===== src/rtl/sfp_pkg.sv =====
package sfp_pkg;
   localparam int unsigned FLAG_W = 8;

   // Flag bit positions shared by flags, enables and clears
   localparam int unsigned FB_FULL     = 0;
   localparam int unsigned FB_EMPTY    = 1;
   localparam int unsigned FB_ABOVE    = 5;
   localparam int unsigned FB_RELEASED = 6;

   localparam logic [FLAG_W-1:0] TX_USED  = 8'b0100_0011;
   localparam logic [FLAG_W-1:0] RX_USED  = 8'b0110_0000;
   localparam logic [FLAG_W-1:0] LATCHING = 8'b0100_0000;

   // Configuration word layout
   localparam int unsigned CF_RXTHR_LSB = 0;
   localparam int unsigned CF_TXTHR_LSB = 4;
   localparam int unsigned CF_WIDTH_LSB = 8;
   localparam int unsigned CF_RXFLUSH   = 11;
   localparam int unsigned CF_TXFLUSH   = 12;
   localparam int unsigned THR_W        = 4;

   // Status word layout
   localparam int unsigned ST_RXCNT_LSB = 8;
   localparam int unsigned ST_TXCNT_LSB = 16;
   localparam int unsigned ST_CNT_MAXW  = 5;
endpackage


===== src/rtl/sfp_fifo.sv =====
module sfp_fifo #(
   parameter int unsigned DEPTH  = 16,
   parameter int unsigned DATA_W = 32,
   localparam int unsigned AW    = $clog2(DEPTH),
   localparam int unsigned CNT_W = $clog2(DEPTH + 1)
) (
   input  logic              clk,
   input  logic              rst_n,
   input  logic              flush,
   input  logic              push,
   input  logic [DATA_W-1:0] push_data,
   input  logic              pop,
   output logic [DATA_W-1:0] head,
   output logic [CNT_W-1:0]  count
);
   if (DEPTH < 2 || (DEPTH & (DEPTH - 1)) != 0) begin : g_depth_bad
      $error("sfp_fifo: DEPTH must be a power of two, at least 2");
   end

   logic [DATA_W-1:0] mem [DEPTH];
   logic [AW-1:0]     wr_ptr, rd_ptr;
   logic              push_ok, pop_ok;

   assign push_ok = push && (count != CNT_W'(DEPTH));
   assign pop_ok  = pop  && (count != '0);

   always_ff @(posedge clk or negedge rst_n) begin
      if (!rst_n) begin
         wr_ptr <= '0;
         rd_ptr <= '0;
         count  <= '0;
      end else if (flush) begin
         wr_ptr <= '0;
         rd_ptr <= '0;
         count  <= '0;
      end else begin
         if (push_ok) wr_ptr <= wr_ptr + 1'b1;
         if (pop_ok)  rd_ptr <= rd_ptr + 1'b1;
         if (push_ok && !pop_ok)      count <= count + 1'b1;
         else if (pop_ok && !push_ok) count <= count - 1'b1;
      end
   end

   always_ff @(posedge clk) begin
      if (push_ok && !flush) mem[wr_ptr] <= push_data;
   end

   assign head = mem[rd_ptr];
endmodule


===== src/rtl/sfp_flag_bank.sv =====
module sfp_flag_bank #(
   parameter int unsigned     W      = 8,
   parameter logic [W-1:0]    USED   = '1,
   parameter logic [W-1:0]    LATCH  = '0
) (
   input  logic         clk,
   input  logic         rst_n,
   input  logic [W-1:0] live,
   input  logic [W-1:0] set_pulse,
   input  logic         en_wr,
   input  logic         clr_wr,
   input  logic [W-1:0] wdata,
   output logic [W-1:0] flags,
   output logic         irq
);
   logic [W-1:0] en_q;
   logic         unused_in;

   assign unused_in = ^{live, set_pulse};

   always_ff @(posedge clk or negedge rst_n) begin
      if (!rst_n)     en_q <= '0;
      else if (en_wr) en_q <= wdata & USED;
   end

   for (genvar i = 0; i < int'(W); i++) begin : g_bit
      if (!USED[i]) begin : g_none
         assign flags[i] = 1'b0;
      end else if (LATCH[i]) begin : g_sticky
         logic q;
         always_ff @(posedge clk or negedge rst_n) begin
            if (!rst_n)                   q <= 1'b0;
            else if (set_pulse[i])        q <= 1'b1;
            else if (clr_wr && wdata[i])  q <= 1'b0;
         end
         assign flags[i] = q;
      end else begin : g_level
         assign flags[i] = live[i];
      end
   end

   assign irq = |(flags & en_q);
endmodule


===== src/rtl/spi_fifo_flags.sv =====
module spi_fifo_flags
   import sfp_pkg::*;
#(
   parameter int unsigned DEPTH  = 16,
   parameter int unsigned DATA_W = 32
) (
   input  logic              clk,
   input  logic              rst_n,
   input  logic [31:0]       reg_wdata,
   input  logic              cfg_wr,
   input  logic              txd_wr,
   input  logic              txen_wr,
   input  logic              rxen_wr,
   input  logic              txclr_wr,
   input  logic              rxclr_wr,
   input  logic              rxd_rd,
   output logic [DATA_W-1:0] rxd_rdata,
   output logic [31:0]       cfg_rdata,
   input  logic              eng_tx_pop,
   output logic [DATA_W-1:0] eng_tx_data,
   input  logic              eng_rx_push,
   input  logic [DATA_W-1:0] eng_rx_data,
   input  logic              eng_released,
   output logic [31:0]       stat_word,
   output logic [7:0]        tx_flags,
   output logic [7:0]        rx_flags,
   output logic              tx_irq,
   output logic              rx_irq
);
   localparam int unsigned CNT_W = $clog2(DEPTH + 1);
   localparam int unsigned BYTES = DATA_W / 8;

   if (DATA_W % 8 != 0 || DATA_W < 8 || DATA_W > 32) begin : g_width_bad
      $error("spi_fifo_flags: DATA_W must be 8, 16, 24 or 32");
   end
   if (CNT_W > ST_CNT_MAXW) begin : g_cnt_bad
      $error("spi_fifo_flags: DEPTH too large for the status count field");
   end

   // Configuration state
   logic [THR_W-1:0] rx_thr_q, tx_thr_q;
   logic [1:0]       width_q;
   logic             rx_flush, tx_flush;

   assign rx_flush = cfg_wr && reg_wdata[CF_RXFLUSH];
   assign tx_flush = cfg_wr && reg_wdata[CF_TXFLUSH];

   always_ff @(posedge clk or negedge rst_n) begin
      if (!rst_n) begin
         rx_thr_q <= '0;
         tx_thr_q <= '0;
         width_q  <= 2'(BYTES - 1);
      end else if (cfg_wr) begin
         rx_thr_q <= reg_wdata[CF_RXTHR_LSB +: THR_W];
         tx_thr_q <= reg_wdata[CF_TXTHR_LSB +: THR_W];
         width_q  <= reg_wdata[CF_WIDTH_LSB +: 2];
      end
   end

   always_comb begin
      cfg_rdata = '0;
      cfg_rdata[CF_RXTHR_LSB +: THR_W] = rx_thr_q;
      cfg_rdata[CF_TXTHR_LSB +: THR_W] = tx_thr_q;
      cfg_rdata[CF_WIDTH_LSB +: 2]     = width_q;
   end

   // Entry width mask, one byte lane per generate step
   logic [DATA_W-1:0] lane_mask;
   for (genvar b = 0; b < int'(BYTES); b++) begin : g_lane
      assign lane_mask[b*8 +: 8] = {8{int'(width_q) >= b}};
   end

   logic [DATA_W-1:0] tx_in, rx_in;
   assign tx_in = reg_wdata[DATA_W-1:0] & lane_mask;
   assign rx_in = eng_rx_data & lane_mask;

   // FIFOs
   logic [CNT_W-1:0] tx_cnt, rx_cnt;

   sfp_fifo #(.DEPTH(DEPTH), .DATA_W(DATA_W)) u_txq (
      .clk       (clk),
      .rst_n     (rst_n),
      .flush     (tx_flush),
      .push      (txd_wr),
      .push_data (tx_in),
      .pop       (eng_tx_pop),
      .head      (eng_tx_data),
      .count     (tx_cnt)
   );

   sfp_fifo #(.DEPTH(DEPTH), .DATA_W(DATA_W)) u_rxq (
      .clk       (clk),
      .rst_n     (rst_n),
      .flush     (rx_flush),
      .push      (eng_rx_push),
      .push_data (rx_in),
      .pop       (rxd_rd),
      .head      (rxd_rdata),
      .count     (rx_cnt)
   );

   always_comb begin
      stat_word = '0;
      stat_word[ST_RXCNT_LSB +: CNT_W] = rx_cnt;
      stat_word[ST_TXCNT_LSB +: CNT_W] = tx_cnt;
   end

   // Flag sources
   logic [FLAG_W-1:0] tx_live, rx_live, rel_set;

   always_comb begin
      tx_live = '0;
      tx_live[FB_FULL]  = (tx_cnt == CNT_W'(DEPTH));
      tx_live[FB_EMPTY] = (tx_cnt == '0);
      rx_live = '0;
      rx_live[FB_ABOVE] = int'(rx_cnt) > int'(rx_thr_q);
      rel_set = '0;
      rel_set[FB_RELEASED] = eng_released;
   end

   sfp_flag_bank #(.W(FLAG_W), .USED(TX_USED), .LATCH(LATCHING)) u_txflg (
      .clk       (clk),
      .rst_n     (rst_n),
      .live      (tx_live),
      .set_pulse (rel_set),
      .en_wr     (txen_wr),
      .clr_wr    (txclr_wr),
      .wdata     (reg_wdata[FLAG_W-1:0]),
      .flags     (tx_flags),
      .irq       (tx_irq)
   );

   sfp_flag_bank #(.W(FLAG_W), .USED(RX_USED), .LATCH(LATCHING)) u_rxflg (
      .clk       (clk),
      .rst_n     (rst_n),
      .live      (rx_live),
      .set_pulse (rel_set),
      .en_wr     (rxen_wr),
      .clr_wr    (rxclr_wr),
      .wdata     (reg_wdata[FLAG_W-1:0]),
      .flags     (rx_flags),
      .irq       (rx_irq)
   );

   logic unused_bits;
   assign unused_bits = ^{reg_wdata};
endmodule


===== config.mk =====
export PLATFORM = sky130hd
export DESIGN_NAME = spi_fifo_flags
export DESIGN_NICKNAME = d
export VERILOG_FILES = /design/src/rtl/sfp_pkg.sv /design/src/rtl/sfp_fifo.sv /design/src/rtl/sfp_flag_bank.sv /design/src/rtl/spi_fifo_flags.sv
export SDC_FILE = /design/constraint.sdc
export NUM_CORES = 1
export LEC_CHECK = 0
export BUFFER_PORTS_ARGS = -buffer_cell sky130_fd_sc_hd__buf_2
export CAP_MARGIN = 10
export CORE_ASPECT_RATIO = 0.7
export CORE_MARGIN = 4
export CORE_UTILIZATION = 60
export DETAILED_ROUTE_END_ITERATION = 12
export MAX_ROUTING_LAYER = met4
export PLACE_DENSITY = 0.74
export SLEW_MARGIN = 30
export SYNTH_ARGS = -nofsm -noshare
export SYNTH_HDL_FRONTEND = slang
export SYNTH_HIERARCHICAL = 1
export SYNTH_SLANG_ARGS = --single-unit

===== constraint.sdc =====
create_clock -name clk -period 8.4 [get_ports clk]
set_input_delay 0 -clock clk [delete_from_list [all_inputs] [get_ports clk]]
set_output_delay 0 -clock clk [all_outputs]
set_load 0.02 [all_outputs]

### After elaboration in Yosys (flattened, before gate mapping)

Memory sizes are Yosys's and may differ from the RTL's.
Index checks and enable logic that the tools add are counted.

* bits in registers: 43
* memory bits (writable): 1024
* input port bits: 76
* output and inout bits: 146
* memories kept: 2

Memory list
* u_rxq.mem: depth 16, width 32, rd ports 1, clocked after Yosys merged registers in 0, write ports 1, RTL line sfp_fifo.sv:20 `logic [DATA_W-1:0] mem [DEPTH];`
* u_txq.mem: depth 16, width 32, rd ports 1, clocked after Yosys merged registers in 0, write ports 1, RTL line sfp_fifo.sv:20

* $add $sub $neg: 8
* order comparisons: 4
* equality and inequality tests: 3
* mux-type cells: 22
* bitwise logic cells: 4
* reduce and logical (&&, ||, !) cells: 33

Operator list (count)
* 32-bit bitwise AND: 2
* 4-bit 2-to-1 mux: 8
* 5-bit 2-to-1 mux: 6
* 4-bit by 1-bit adder with 4-bit output (second input constant): 4
* 8-bit OR reduction: 2
* 7-bit bitwise AND: 2
* 1-bit logical AND: 14
* 2-bit nonzero test: 6
* 5-bit by 1-bit adder with 5-bit output (second input constant): 2
* 5-bit inequality test (second input constant): 2
* 5-bit nonzero test: 2
* 5-bit by 1-bit subtractor with 5-bit output (second input constant): 2
* 1-bit 2-to-1 mux: 8
* 1-bit zero test: 6
* 3-bit nonzero test: 2
* 5-bit == test (second input constant): 1
* 5-bit by 4-bit > comparator with 1-bit output: 1
* 5-bit zero test: 1
* 2-bit greater-or-equal comparator (second input constant): 2
* 2-bit by 1-bit greater-or-equal comparator with 1-bit output (second input constant): 1

### Depth between registers and ports, before layout

* depth in word-level cells: 7
* gate-level depth with buffers: 8
* gate-level depth less buffers: 8

### By module

Netlist, hierarchy kept.

By module, submodules not included
* sfp_fifo: instances 2, cells an instance 822, area an instance 20180.6 µm², sequential area each 15700.1 µm²
* spi_fifo_flags: instances 1, cells an instance 144, area an instance 1248.7 µm², sequential area each 252.7 µm²
* sfp_flag_bank at u_txflg: instances 1, cells an instance 20, area an instance 222.7 µm², sequential area each 100.1 µm²
* sfp_flag_bank at u_rxflg: instances 1, cells an instance 17, area an instance 181.4 µm², sequential area each 75.1 µm²

### Least setup slack after synthesis

OpenSTA, ideal clock, no wires.

* path kind: flip-flop to flip-flop
* start point: reg u_txq.count[0]
* end point: mem u_txq.mem[12][0] (enable)
* library setup time: 0.421 ns
* data arrival time: 2.655 ns
* setup slack: 5.324 ns
* stages on the path, launching flop included: 5
* buffers on the path: 0
* clock period less this slack: 3.076 ns
* cell sequence: dfrtp_1 > nor4_2 > a21oi_1 > nand2_1 > nor2_1

* cells in the longest elaborated chain, start to end: 5

RTL lines
* start, declared: RTL line sfp_fifo.sv:14 `output logic [CNT_W-1:0] count`
* start signal, assigned: RTL line sfp_fifo.sv:39 `if (push_ok && !pop_ok) count <= count + 1'b1;`
* start signal, assigned: RTL line sfp_fifo.sv:40 `else if (pop_ok && !push_ok) count <= count - 1'b1;`
* 5-bit inequality test: RTL line sfp_fifo.sv:24 `assign push_ok = push && (count != CNT_W'(DEPTH));`
* 1-bit logical AND: RTL line sfp_fifo.sv:24
* 1-bit logical AND: RTL line sfp_fifo.sv:45 `if (push_ok && !flush) mem[wr_ptr] <= push_data;`
* 1-bit 2-to-1 mux: RTL line sfp_fifo.sv:45
* 1-bit 2-to-1 mux (not written as such): RTL line sfp_fifo.sv:45
* end, declared: RTL line sfp_fifo.sv:20

No other way between the ends.

### Worst setup path in the final report

* start point: reg u_txq.rd_ptr[1]
* end point: out eng_tx_data[28]

* cells in the longest elaborated chain, start to end: 1

RTL lines
* start, declared: RTL line sfp_fifo.sv:21 `logic [AW-1:0] wr_ptr, rd_ptr;`
* start signal, assigned: RTL line sfp_fifo.sv:38 `if (pop_ok) rd_ptr <= rd_ptr + 1'b1;`
* memory read 16 x 32 bit
* end, declared: RTL line spi_fifo_flags.sv:20 `output logic [DATA_W-1:0] eng_tx_data,`

No other way between the ends.

==> metrics <==
outcome finished clean; grt total ovfl 0; Clock Power Share 28.8%; initial core utilization 61.1%; Max Slew Vio Count 0; First-pass DRT Iterations 7; Peak VDD IR 0.000200 V; die area 74400 um2; hold path depth 2; top cell type's share of synthesized area 73.2%; fin cells 3095; compound-cell area share of the yosys netlist 0.813%; cell area power density 303 nW/um2; multiplexer share of the synthesized area 17.8%; Final Hold Viols 0; Total Routing Usage GR 25.7%; Max Freq 0.272 GHz; largest family of logic cells by synthesized area multiplexers; cell taking the most area after synthesis edfxtp_1; slowest stage delay, CP 790 ps; Finished Cell Area 47600 um2; Die W 324 um; Synth cell types 53; CP Launch Type flip-flop; vias in the first global route 20285; RePlAce Congestion 0.782; setup-violating endpoint count in the final report 0; Core Area 68800 um2; placed instance count 2839; Net Sw Frac 28.4%; Synth area leaders edfxtp_1 73%, mux4_2 17%, dfrtp_1 2.4%; mapped cell area 42000 um2; Final Power 0.0144 W; Max-Slew Margin vs Limit 37.0%; Final Core Density 69.2%; Site Rows 80; clock skew 18.6 ps; post-DR vias/cell 6.37; Worst EP required 8400 ps; CP max stage cell dfrtp_4; XOR/XNOR Fraction of Synth Area 0.292%; DRC Markers 0; pin count of the biggest net entering global routing 115; power share of the combinational group 26.0%; P_sw 0.00409 W; Seq/Total Area, Yosys 75.8%; total wire length 89.7 mm; clk sinks 1067; FILL cells 4002; Port Buffers 166; Mapped Avg Cell Area 23.0 um2; crit-path cells buf_12, buf_4, mux4_2, mux4_2, buf_2; layout cells sized above 1 33.5%; DIE HEIGHT 229 um; Layout area overhead 13.3%; post-route ant nets 0; YS warnings 6; Setup crit end kind primary output; Critical Path AT 3670 ps; clk buf depth 3; simple-gate area share of the yosys netlist 2.05%; Hold Crit Class input port to flip-flop; clock latency on the worst-skew pair 650 ps; Pleak 15.5 nW; Reg clk slew, reported paths 60 ps; Vias 19717; Sequential Power Share 45.2%; Mapped Cells 1825; WL/cell 29.0 um; Multi-input gate area 9560 um2; RSZ-0062 raised after global routing no; IO Pins 222; Least-Margin Pin Slew 943 ps; Reg2Reg Depth 9; antenna violations before repair 3; TritonCTS buffer count 95; Adder-Cell Fraction of Synth Area 0.750%; CTS H-tree depth 3; Detailed Place HPWL 46.2 mm; CP max FO 60; Seq cells post-synth 1067; 1st-iter DRT viols 2340; Int Pwr 0.0103 W; max cap viols 0; Post-Route Setup TNS 0 ps; Root Driver clkbuf_16; Top cell by count, worst path mux4_2; CTS tree built; Tmin final 3670 ps; register area 31800 um2; worst setup path category flip-flop to primary output; period utilization 43.7%; Post-Place Cell Area 43800 um2; first-pass GRT wire length 134 mm; nets@finish 2212
## what timing repair did
action	4_1_cts	5_1_grt
hold endpoints to repair	914	0
setup buffers	0	0
resized for setup	0	0
hold buffers	76	0
## critical path, delay by kind of cell (launching register included)
family	cells	cell delay, ps
buffers and inverters	3	1240
muxes	2	940
DFF	1	790
## worst paths after layout
| path | slack [ps] | to | start |
|---|---|---|---|
| worst max-delay path | 4730 | eng_tx_data[28] | u_txq/rd_ptr[1] |
| worst max register to register | 4740 | u_txq/count[4] | u_txq/count[1] |
| worst min register to register | 520 | u_txflg/en_q[1] | u_txflg/en_q[1] |
| max in group asynchronous | 6700 | u_rxq/wr_ptr[1] | rst_n |
| min in group asynchronous | 470 | u_txq/wr_ptr[0] | rst_n |
| worst min-delay path | 40 | u_rxq/mem[0][28] | eng_rx_data[28] |
## cell families after synthesis
group,count (synthesis)
buffers and inverters,166
other,3
AO/OA/AOI/OAI,50
multiplexers,344
flip-flops,1067
XOR/XNOR,14
adder cells (fa/ha/maj),24
AND/OR/NAND/NOR,157
## flip-flops by register name, indices dropped and copies added (netlist names)
signal                    flops
u_rxq/mem                   512
u_txq/mem                   512
u_rxq/count                   5
u_txq/count                   5
rx_thr_q                      4
tx_thr_q                      4
u_rxq/rd_ptr                  4
u_rxq/wr_ptr                  4
u_txq/rd_ptr                  4
u_txq/wr_ptr                  4
u_txflg/en_q                  3
u_rxflg/en_q                  2
width_q                       2
u_rxflg/g_bit.g_sticky.q      1
u_txflg/g_bit.g_sticky.q      1
## power groups by stage
stage               Combinational [W]  Clock, W  Sequential, W
finish                        0.00374   0.00415        0.00651
global route                  0.00398   0.00449        0.00655
detailed placement            0.00371         0        0.00662
global placement              0.00363         0        0.00663
CTS                           0.00377   0.00423        0.00652
floorplan                     0.00292         0        0.00644
## stage by stage
step	worst slack [ps]	hold slack, ps
finish	4730	35.2
global route	4380	34.2
CTS	4560	2.10
detailed placement	5240	-35.2
global placement	5240	194
floorplan	5320	-296
## per-layer routing
layer | up-vias | routed length, um | GRT usage [%]
li1 | 8128 | - | -
met1 | 10509 | 37200 | 39.1
met2 | 949 | 43200 | 37.7
met3 | 131 | 7530 | 4.49
met4 | 0 | 1680 | 5.33
met5 | - | 0 | -
## layout by cell type (no fill, tap or decap), types with 5 or more instances in the layout
cell | Yosys | final
edfxtp_1 | 1024 | 1024
mux4_2 | 320 | 320
buf_2 | 9 | 166
clkbuf_16 | 0 | 100
dlygate4sd3_1 | 0 | 76
conb_1 | 3 | 55
buf_4 | 60 | 39
nor2_4 | 1 | 33
dfrtp_1 | 41 | 33
nor2_1 | 57 | 25
clkbuf_1 | 32 | 24
ha_1 | 22 | 22
and2_1 | 19 | 19
clkinv_1 | 0 | 19
and3_1 | 18 | 18
inv_1 | 17 | 17
nand2_1 | 17 | 17
clkinv_2 | 0 | 16
nand3_1 | 11 | 11
a21oi_1 | 11 | 11
mux2_2 | 10 | 10
o21ai_0 | 9 | 9
nor2b_2 | 8 | 8
xor2_1 | 8 | 8
and2b_1 | 6 | 6
mux2i_1 | 6 | 6
xnor2_1 | 6 | 6
mux2_1 | 6 | 6
clkbuf_8 | 0 | 5
## synthesized netlist by cell type, drive strengths merged
| cell type | count |
|---|---|
| edfxtp | 1024 |
| and4b | 2 |
| ha | 22 |
| nor2b | 13 |
| or3 | 2 |
| and2 | 19 |
| mux2 | 18 |
| and2b | 6 |
| fa | 2 |
| o21ai | 11 |
| a22o | 3 |
| mux4 | 320 |
| or3b | 2 |
| and3 | 18 |
| a21o | 4 |
| nand4 | 2 |
| nand3b | 2 |
| o221ai | 1 |
| dfstp | 2 |
| nor4 | 3 |
| a21oi | 11 |
| a21boi | 2 |
| xor2 | 8 |
| inv | 17 |
| a41oi | 2 |
| xnor2 | 6 |
| o211ai | 6 |
| a211oi | 4 |
| nor2 | 58 |
| o31a | 1 |
| o41ai | 2 |
| dfrtp | 41 |
| or4 | 2 |
| nand3 | 11 |
| a31oi | 2 |
| clkbuf | 34 |
| buf | 115 |
| conb | 3 |
| nand2 | 17 |
| a222oi | 1 |
| mux2i | 6 |
## area by class of cell
class,count,area share [%]
tap,902,2.37
timing repair buffer,287,4.24
clock buffer,129,5.59
clock inverter,47,0.678
sequential,1067,66.9
multi-input combinational,644,20.1
inverter,17,0.134
antenna,2,0.0105
No activity file was read; power rests on OpenSTA's default activity.
